==> src/rtl/irq_msg_pkg.sv <==
package irq_msg_pkg;
    localparam int NUM_LINES  = 24;
    localparam int TIED_LINE  = 13;
    localparam int ADDR_W     = 7;
    localparam logic [6:0] OFS_INDEX  = 7'h00;
    localparam logic [6:0] OFS_WINDOW = 7'h10;
    localparam logic [6:0] OFS_EOI    = 7'h40;
    localparam logic [7:0] IDX_ID     = 8'h00;
    localparam logic [7:0] IDX_VER    = 8'h01;
    localparam logic [7:0] IDX_TABLE  = 8'h10;
    localparam logic [31:0] MSG_BASE  = 32'hFEE0_0000;

    typedef struct packed {
        logic [7:0] dest;
        logic       mask;
        logic       level;
        logic       low_act;
        logic [7:0] vec;
    } rte_t;

    localparam rte_t RTE_RESET = '{dest: 8'h00, mask: 1'b1, level: 1'b0,
                                   low_act: 1'b0, vec: 8'h00};

    function automatic logic [31:0] version_word(input int lines);
        return {8'h00, 8'(lines - 1), 8'h00, 8'h20};
    endfunction

    function automatic logic [31:0] build_addr(input logic [7:0] dest);
        return MSG_BASE | (32'(dest) << 12);
    endfunction

    function automatic logic [31:0] low_word(input rte_t e, input logic ds,
                                             input logic rirr);
        return {15'b0, e.mask, e.level, rirr, e.low_act, ds, 4'b0, e.vec};
    endfunction
endpackage

==> src/rtl/irq_line_ctl.sv <==
module irq_line_ctl #(
    parameter bit TIED = 1'b0
) (
    input  logic       clk,
    input  logic       rst,
    input  logic       raw,
    input  logic       mask,
    input  logic       level,
    input  logic       low_act,
    input  logic [7:0] vec,
    input  logic       grant,
    input  logic       eoi_stb,
    input  logic [7:0] eoi_vec,
    output logic       req,
    output logic       rirr
);
    logic active, prev_act, pend, rise, eoi_hit;

    generate
        if (TIED) begin : g_tied
            logic unused_in;
            assign unused_in = raw ^ low_act;
            assign active    = 1'b0;
        end else begin : g_live
            assign active = raw ^ low_act;
        end
    endgenerate

    assign rise    = active & ~prev_act;
    assign eoi_hit = eoi_stb && (eoi_vec == vec);

    always_ff @(posedge clk) begin
        if (rst) begin
            prev_act <= 1'b0;
            pend     <= 1'b0;
            rirr     <= 1'b0;
        end else begin
            prev_act <= active;
            if (!level && rise && !mask) pend <= 1'b1;
            else if (grant)              pend <= 1'b0;
            if (grant && level)          rirr <= 1'b1;
            else if (eoi_hit)            rirr <= 1'b0;
        end
    end

    assign req = level ? (active & ~mask & ~rirr) : pend;


    rirr_hold_chk: assert property (@(posedge clk) disable iff (rst)
        (rirr && !eoi_hit) |=> rirr);
endmodule

==> src/rtl/irq_msg_issue.sv <==
module irq_msg_issue #(
    parameter int N = 24,
    localparam int LW = $clog2(N)
) (
    input  logic          clk,
    input  logic          rst,
    input  logic [N-1:0]  req,
    input  logic [7:0]    vec  [N],
    input  logic [7:0]    dest [N],
    input  logic          msg_ready,
    output logic          msg_valid,
    output logic [31:0]   msg_addr,
    output logic [31:0]   msg_data,
    output logic [LW-1:0] cur_line,
    output logic [N-1:0]  grant
);
    import irq_msg_pkg::*;

    logic [LW-1:0] pick;
    logic          any;

    always_comb begin
        pick = '0;
        for (int i = N - 1; i >= 0; i--)
            if (req[i]) pick = LW'(i);
    end
    assign any = |req;

    always_ff @(posedge clk) begin
        if (rst) begin
            msg_valid <= 1'b0;
            msg_addr  <= '0;
            msg_data  <= '0;
            cur_line  <= '0;
        end else if (msg_valid) begin
            if (msg_ready) msg_valid <= 1'b0;
        end else if (any) begin
            msg_valid <= 1'b1;
            cur_line  <= pick;
            msg_addr  <= build_addr(dest[pick]);
            msg_data  <= {24'b0, vec[pick]};
        end
    end

    genvar g;
    generate
        for (g = 0; g < N; g++) begin : g_grant
            assign grant[g] = msg_valid && msg_ready && (cur_line == LW'(g));
        end
    endgenerate

    logic [N-1:0] below;
    assign below = (N'(1) << cur_line) - N'(1);


    hold_stable_chk: assert property (@(posedge clk) disable iff (rst)
        (msg_valid && !msg_ready) |=> (msg_valid && $stable(msg_addr) && $stable(msg_data)));

    addr_fmt_chk: assert property (@(posedge clk) disable iff (rst)
        msg_valid |-> (msg_addr[31:20] == 12'hFEE && msg_addr[11:0] == 12'h000 && msg_data[31:8] == 24'h0));

    low_first_chk: assert property (@(posedge clk) disable iff (rst)
        $rose(msg_valid) |-> (($past(req) & below) == '0));
endmodule

==> src/rtl/irq_reg_port.sv <==
module irq_reg_port #(
    parameter int N = 24,
    localparam int LW = $clog2(N)
) (
    input  logic                clk,
    input  logic                rst,
    input  logic                reg_wr,
    input  logic [6:0]          reg_addr,
    input  logic [31:0]         reg_wdata,
    output logic [31:0]         reg_rdata,
    input  logic [N-1:0]        ds,
    input  logic [N-1:0]        rirr,
    output irq_msg_pkg::rte_t   cfg [N],
    output logic                eoi_stb,
    output logic [7:0]          eoi_vec
);
    import irq_msg_pkg::*;

    logic [7:0] index_q, id_q, win_off;
    logic [LW-1:0] win_line;
    logic in_tbl, win_wr;
    logic [31:0] win_rd;

    assign win_off  = index_q - IDX_TABLE;
    assign win_line = win_off[LW:1];
    assign in_tbl   = (index_q >= IDX_TABLE) && (32'(index_q) < 32'(IDX_TABLE) + 32'(2 * N));
    assign win_wr   = reg_wr && (reg_addr == OFS_WINDOW);
    assign eoi_stb  = reg_wr && (reg_addr == OFS_EOI);
    assign eoi_vec  = reg_wdata[7:0];

    always_ff @(posedge clk) begin
        if (rst) begin
            index_q <= '0;
            id_q    <= '0;
            for (int i = 0; i < N; i++) cfg[i] <= RTE_RESET;
        end else begin
            if (reg_wr && reg_addr == OFS_INDEX) index_q <= reg_wdata[7:0];
            if (win_wr && index_q == IDX_ID)     id_q    <= reg_wdata[31:24];
            for (int i = 0; i < N; i++) begin
                if (win_wr && in_tbl && win_line == LW'(i)) begin
                    if (index_q[0]) begin
                        cfg[i].dest <= reg_wdata[31:24];
                    end else begin
                        cfg[i].vec     <= reg_wdata[7:0];
                        cfg[i].low_act <= reg_wdata[13];
                        cfg[i].level   <= reg_wdata[15];
                        cfg[i].mask    <= reg_wdata[16];
                    end
                end
            end
        end
    end

    always_comb begin
        win_rd = '0;
        if (index_q == IDX_ID)       win_rd = {id_q, 24'b0};
        else if (index_q == IDX_VER) win_rd = version_word(N);
        else if (in_tbl) begin
            for (int i = 0; i < N; i++)
                if (win_line == LW'(i))
                    win_rd = index_q[0] ? {cfg[i].dest, 24'b0}
                                        : low_word(cfg[i], ds[i], rirr[i]);
        end
    end

    always_comb begin
        case (reg_addr)
            OFS_INDEX:  reg_rdata = {24'b0, index_q};
            OFS_WINDOW: reg_rdata = win_rd;
            default:    reg_rdata = '0;
        endcase
    end
endmodule

==> src/rtl/irq_msg_hub.sv <==
module irq_msg_hub #(
    parameter int NUM_LINES = irq_msg_pkg::NUM_LINES,
    parameter int TIED_LINE = irq_msg_pkg::TIED_LINE,
    localparam int LW = $clog2(NUM_LINES)
) (
    input  logic                 clk,
    input  logic                 rst,
    input  logic [NUM_LINES-1:0] irq_in,
    input  logic                 reg_wr,
    input  logic [6:0]           reg_addr,
    input  logic [31:0]          reg_wdata,
    output logic [31:0]          reg_rdata,
    output logic                 msg_valid,
    input  logic                 msg_ready,
    output logic [31:0]          msg_addr,
    output logic [31:0]          msg_data
);
    import irq_msg_pkg::*;

    rte_t                 cfg  [NUM_LINES];
    logic [7:0]           vec  [NUM_LINES];
    logic [7:0]           dest [NUM_LINES];
    logic [NUM_LINES-1:0] req, rirr, grant;
    logic                 eoi_stb;
    logic [7:0]           eoi_vec;
    logic [LW-1:0]        cur_line;

    irq_reg_port #(.N(NUM_LINES)) u_regs (
        .clk(clk), .rst(rst), .reg_wr(reg_wr), .reg_addr(reg_addr),
        .reg_wdata(reg_wdata), .reg_rdata(reg_rdata), .ds(req), .rirr(rirr),
        .cfg(cfg), .eoi_stb(eoi_stb), .eoi_vec(eoi_vec)
    );

    genvar g;
    generate
        for (g = 0; g < NUM_LINES; g++) begin : g_line
            assign vec[g]  = cfg[g].vec;
            assign dest[g] = cfg[g].dest;
            irq_line_ctl #(.TIED(g == TIED_LINE)) u_line (
                .clk(clk), .rst(rst), .raw(irq_in[g]), .mask(cfg[g].mask),
                .level(cfg[g].level), .low_act(cfg[g].low_act), .vec(cfg[g].vec),
                .grant(grant[g]), .eoi_stb(eoi_stb), .eoi_vec(eoi_vec),
                .req(req[g]), .rirr(rirr[g])
            );
        end
    endgenerate

    irq_msg_issue #(.N(NUM_LINES)) u_issue (
        .clk(clk), .rst(rst), .req(req), .vec(vec), .dest(dest),
        .msg_ready(msg_ready), .msg_valid(msg_valid), .msg_addr(msg_addr),
        .msg_data(msg_data), .cur_line(cur_line), .grant(grant)
    );


    tied_silent_chk: assert property (@(posedge clk) disable iff (rst)
        msg_valid |-> (cur_line != LW'(TIED_LINE)));
endmodule

==> config.mk <==
export PLATFORM = sky130hd
export DESIGN_NAME = irq_msg_hub
export DESIGN_NICKNAME = d
export VERILOG_FILES = /design/src/rtl/irq_msg_pkg.sv /design/src/rtl/irq_line_ctl.sv /design/src/rtl/irq_msg_issue.sv /design/src/rtl/irq_reg_port.sv /design/src/rtl/irq_msg_hub.sv
export SDC_FILE = /design/constraint.sdc
export NUM_CORES = 2
export LEC_CHECK = 0
export BUFFER_PORTS_ARGS = -buffer_cell sky130_fd_sc_hd__buf_4
export CORE_AREA = 3 3 340 258
export DETAILED_ROUTE_END_ITERATION = 8
export DIE_AREA = 0 0 343 261
export GPL_TIMING_DRIVEN = 0
export SLEW_MARGIN = 15
export SYNTH_ARGS = -nofsm -noshare
export SYNTH_HDL_FRONTEND = slang
export SYNTH_HIERARCHICAL = 1
export SYNTH_SLANG_ARGS = --single-unit
==> constraint.sdc <==
create_clock -name clk -period 5.4 [get_ports clk]
set_input_delay 0.81 -clock clk [delete_from_list [all_inputs] [get_ports clk]]
set_output_delay 0.81 -clock clk [all_outputs]
set_load 0.005 [all_outputs]
==> summary by stage <==
Outcome
The flow ran to the end, but the final reports show violations. The checks that failed: negative setup slack.

Timing
Between clock sinks in the finished design, the worst skew comes to 0.0270 ns. The worst pin sits at a relative slew slack of 3.26%. The fmax is 180 MHz. The final hold slack is 0.338 ns. The slew of the pin with the lowest slew margin is 1.45 ns. The number of setup violations in the final report is 14.

The total negative setup slack is -0.855 ns. Setup repair after global routing left no endpoint under its margin. The max-slew violation count is 0.

Of the available clock period, the critical path in the final layout requires 103%. The minimum setup slack in the final design is -0.147 ns. The number of endpoints with negative hold slack in the final report is 0. The final critical delay including setup and external delays is 5.55 ns.

Placed design
Detailed placement finished with a half-perimeter wire length of 158000 um. The number of I/O port buffers is 87. The total placed instance area is 0.0361 sq mm.

The weighted congestion at the end of routability-driven global placement is 1.07.

Clock network
After clock tree synthesis, the clock-pin slew on the worst setup and hold paths is 0.07 ns. The CTS tree is done. The clock tree synthesis step divided the H-tree into 2 levels.

For the worst-skew pair, the clock arrives at the later sink with an insertion delay of 0.69 ns. No sink is reached through more buffers than the 3 on the longest clock path. In this run, CTS created clock tree buffers numbering 61. In this run the clock root is driven by a sky130_fd_sc_hd__clkbuf_16.

The total clock sinks is 565.

Run
The number of violations of the max-capacitance limit is 0.

Synth
Counting every instance in the synthesized netlist gives 4479. The async set-reset flop share out of synthesis is 0%. The share of the yosys chip area belonging to registers is 33.5%. The multiplexer share of the synthesized area is 4.67%. After synthesis, the mean cell area works out to 7.53 sq um. The synthesized netlist devotes 0.0742% of its cell area to adder and majority cells. The area share of xor/xnor cells in the synthesized design is 5.58%. By area, the combinational part of the netlist is dominated by simple AND/OR/NAND/NOR gates. In this run, synthesis inferred 0 flip-flops with an integrated enable.

The Yosys warning count is 6. The most instantiated flip-flop cell in the synthesis netlist is sky130_fd_sc_hd__dfxtp_1. In this run, synthesis produced a sequential element count of 565. The netlist area before placement is 0.0337 sq mm. Counting distinct cell types in the post-synthesis netlist gives 104. The synthesized netlist devotes 22.2% of its cell area to compound gates.

The post-synthesis simple-gate area fraction is 26.8%.

Setup path
The endpoint type of the worst setup path is an output port. Following the worst setup path forward leads to its endpoint at reg_rdata[2]. The worst flop-to-flop path startpoint is u_regs/cfg[179]. STA classifies the critical path startpoint as a flop. The worst register-to-register path has a depth of 12. The worst-path maximum fanout is 10. The most critical setup path has its startpoint at u_regs/index_q[4]. The critical path arrival is 4.74 ns. In this run the critical register-to-register path is captured at u_issue/msg_data[1]. The reg2reg setup slack is -0.03 ns. The classification of the worst setup path is flop to output port. Data on the critical path is required at its endpoint by 4.59 ns.

Global routing
The first global-routing pass estimated 279000 um of wire. For this run the aggregate overflow at the end of global routing stands at 0. The number of antenna violations at the first check in global routing is 7. The largest net degree at the start of global routing is 78. The number of global-route vias before repair is 34500. The global-route total usage across every layer is 44.6%.

Drt
Using the TritonRoute via totals, the vias-per-cell ratio works out to 6.75. The count of nets left with antenna violations once routing finished came out at 0. The total via count after detailed routing is 39700.

In the routed design, unresolved DRC markers number 0. The number of iterations in the first detailed-routing pass is 6. The final layout contains routed wiring with a total length of 209000 um. The routed wire length per instance is 35.5 um. After the first detailed-routing iteration, the DRC count stood at 8540.

Finish
The fill cell instance count of the final layout is 8694. The final layout contains 4760 nets. In the final layout, the share of cells above drive strength 1 is 13.3%. The area used by multi-input combinational logic is 0.0205 sq mm. In the final layout, flip-flops and latches occupy 0.0113 sq mm. Summing all non-filler instances in the final layout gives an area of 0.0387 sq mm. The area added between synthesis and finish is 14.8%.

Power
The total internal power is 7.19 mW. The switching share of total power is 26.7%. Dividing total power by cell area gives a power density of 253 mW/mm^2.

The static leakage is 13.1 nW. The share of total power dissipated in sequential elements is 42.9%. The worst IR drop on VDD is 0.245 mV. The switching power of the nets is 2.62 mW.

The clock network burns 48.5% of the power. The share of total power dissipated in combinational logic is 8.6%.

Hold path
The path type of the worst min-delay path is input port to flop.

Die
During I/O placement, the number of pins put on the boundary was 164. The floorplan has 92 rows. The full die area is 0.0895 sq mm.

The initial utilization of the core area, before any placement, comes to 40.0%. The overall die height is 261 um. Measured along the x axis, the die boundary spans 343 um.

In this run the standard cell core region covers 0.0843 sq mm.
[cells in the final DEF, fill, tap and decap left out, types with 16 or more instances in the layout]
master	instances
sky130_fd_sc_hd__conb_1	47
sky130_fd_sc_hd__nor3b_1	33
sky130_fd_sc_hd__clkbuf_16	63
sky130_fd_sc_hd__clkbuf_1	165
sky130_fd_sc_hd__a31oi_1	87
sky130_fd_sc_hd__nand4_1	29
sky130_fd_sc_hd__a211oi_1	16
sky130_fd_sc_hd__o22ai_1	41
sky130_fd_sc_hd__clkbuf_2	35
sky130_fd_sc_hd__buf_6	30
sky130_fd_sc_hd__mux2i_1	99
sky130_fd_sc_hd__nand3b_1	52
sky130_fd_sc_hd__inv_1	30
sky130_fd_sc_hd__nor2_1	111
sky130_fd_sc_hd__a211o_1	22
sky130_fd_sc_hd__a221oi_1	18
sky130_fd_sc_hd__nor2_4	28
sky130_fd_sc_hd__nor3_1	46
sky130_fd_sc_hd__o221ai_1	40
sky130_fd_sc_hd__nand2_1	1049
sky130_fd_sc_hd__a311oi_1	27
sky130_fd_sc_hd__and3_1	57
sky130_fd_sc_hd__buf_2	92
sky130_fd_sc_hd__dfxtp_1	564
sky130_fd_sc_hd__nor2b_1	36
sky130_fd_sc_hd__nor4_1	36
sky130_fd_sc_hd__nand3_1	276
sky130_fd_sc_hd__xnor2_1	31
sky130_fd_sc_hd__or4b_1	23
sky130_fd_sc_hd__xor2_1	184
sky130_fd_sc_hd__a32oi_1	26
sky130_fd_sc_hd__o21bai_1	16
sky130_fd_sc_hd__a22o_1	31
sky130_fd_sc_hd__mux2_2	35
sky130_fd_sc_hd__a21oi_1	614
sky130_fd_sc_hd__a22oi_1	61
sky130_fd_sc_hd__o211ai_1	20
sky130_fd_sc_hd__o21ai_0	56
sky130_fd_sc_hd__buf_4	199
sky130_fd_sc_hd__nand2b_1	34
[repair_timing]
item,CTS,global route
endpoints found under the setup margin,24,23
setup buffers,8,4
resized for setup,72,36
pin swaps,9,6
hold buffers,0,0
[how the worst min path moves through the flow]
| stage | start | end | slack [ns] | depth (start not counted) |
|---|---|---|---|---|
| 5_1_grt | msg_ready | u_issue/msg_valid | 0.35 | 2 |
| 3_3_place_gp | u_regs/id_q[1] | u_regs/id_q[1] | 0.45 | 2 |
| 4_1_cts | msg_ready | u_issue/msg_valid | 0.32 | 2 |
| 3_5_place_dp | u_regs/id_q[0] | u_regs/id_q[0] | 0.45 | 2 |
| 6_report | msg_ready | u_issue/msg_valid | 0.34 | 2 |
| 2_1_floorplan | u_regs/cfg[200] | u_regs/cfg[200] | 0.44 | 1 |
[Yosys cell counts (all sizes together), types with 10 or more instances]
cell type  instances  area, sq um
or4b              23          230
nor3              55          323
nor4              44          335
or4               15          116
o21bai            16          120
nor2             151          724
a311oi            30          280
nand2b            34          213
nand3            279         1410
a211o             22          193
a211oi            17          128
mux2i             99          991
buf              228         1520
nor2b             38          248
o221ai            41          359
o22ai             42          269
a21o              12         91.3
o2111ai           10         93.8
a31oi             90          578
and3              57          357
o211ai            20          150
a32oi             27          236
a21oi            618         3110
mux2              36          405
nand4             29          181
xor2             184         1610
o31a              10         87.6
dfxtp            565        11300
nand3b            53          410
nand2           1059         4000
inv               32          120
a22o              31          272
clkbuf           197          757
xnor2             31          272
or3               10         67.6
o31ai             11         92.6
o21ai             68          348
a22oi             61          458
a221oi            19          166
nor3b             33          248
[through the flow]
step	setup slack (ns)	power [mW]	util (%)	cells
global route	0.00719	9.95	46.0	5866
CTS	0.0000129	9.73	45.8	5863
detailed placement	-0.633	5.07	42.8	5745
finish	-0.147	9.81	46.0	5875
global placement	-2.52	5.07	42.7	5738
floorplan	1.76	4.67	-	4523
[cells by family after synthesis]
family | after synthesis
AND/OR/NAND/NOR | 1902
AO/OA/AOI/OAI | 1191
flip-flops | 565
buffers and inverters | 458
XOR/XNOR | 215
multiplexers | 143
other | 3
adder cells (fa/ha/maj) | 2
[area by class of cell]
cell class	count	area share, %
multi-input combinational	3500	52.9
sequential	565	29.2
buffer	424	6.11
clock buffer	80	4.52
tap	1128	3.64
timing repair buffer	106	2.09
clock inverter	30	1.17
inverter	33	0.320
antenna	9	0.0581
[flip-flops by register name, summed over array words and instances (netlist names)]
register / count
u_issue/msg_valid: 1
g_line.u_line/rirr: 24
u_issue/cur_line: 5
u_issue/msg_data: 8
g_line.u_line/prev_act: 23
u_regs/id_q: 8
g_line.u_line/pend: 23
u_regs/index_q: 8
u_regs/cfg: 456
u_issue/msg_addr: 9
[layer usage]
metal,vias up,GRT usage [%],share of wire (%)
met5,-,0.588,0.15
met4,10,17.4,4.7
met3,539,22.3,18
met2,3568,56.2,36
met1,19300,63.0,40
li1,16300,-,-
[worst max-delay path: stages (launching register included)]
cell and delay (ns):
sky130_fd_sc_hd__dfxtp_4 0.43, sky130_fd_sc_hd__buf_6 0.20, sky130_fd_sc_hd__buf_6 0.23, sky130_fd_sc_hd__inv_1 0.20, sky130_fd_sc_hd__ha_1 0.34, sky130_fd_sc_hd__buf_4 0.19
sky130_fd_sc_hd__and3_1 0.19, sky130_fd_sc_hd__buf_4 0.20, sky130_fd_sc_hd__nand2_1 0.13, sky130_fd_sc_hd__buf_2 0.32, sky130_fd_sc_hd__a21oi_1 0.06, sky130_fd_sc_hd__nand3b_1 0.19
sky130_fd_sc_hd__and3_1 0.23, sky130_fd_sc_hd__nor3_2 0.41, sky130_fd_sc_hd__a221oi_1 0.17, sky130_fd_sc_hd__o31ai_1 0.38, sky130_fd_sc_hd__buf_4 0.18
[power groups by stage]
stage / logic, mW / registers (mW) / clock network, mW
after detailed placement: 0.770 / 4.30 / 0
after floorplan: 0.376 / 4.29 / 0
after CTS: 0.772 / 4.21 / 4.75
after global placement: 0.769 / 4.30 / 0
final: 0.841 / 4.21 / 4.76
after global routing: 0.831 / 4.21 / 4.91
Note: power is estimated with default switching activity, not from simulation.
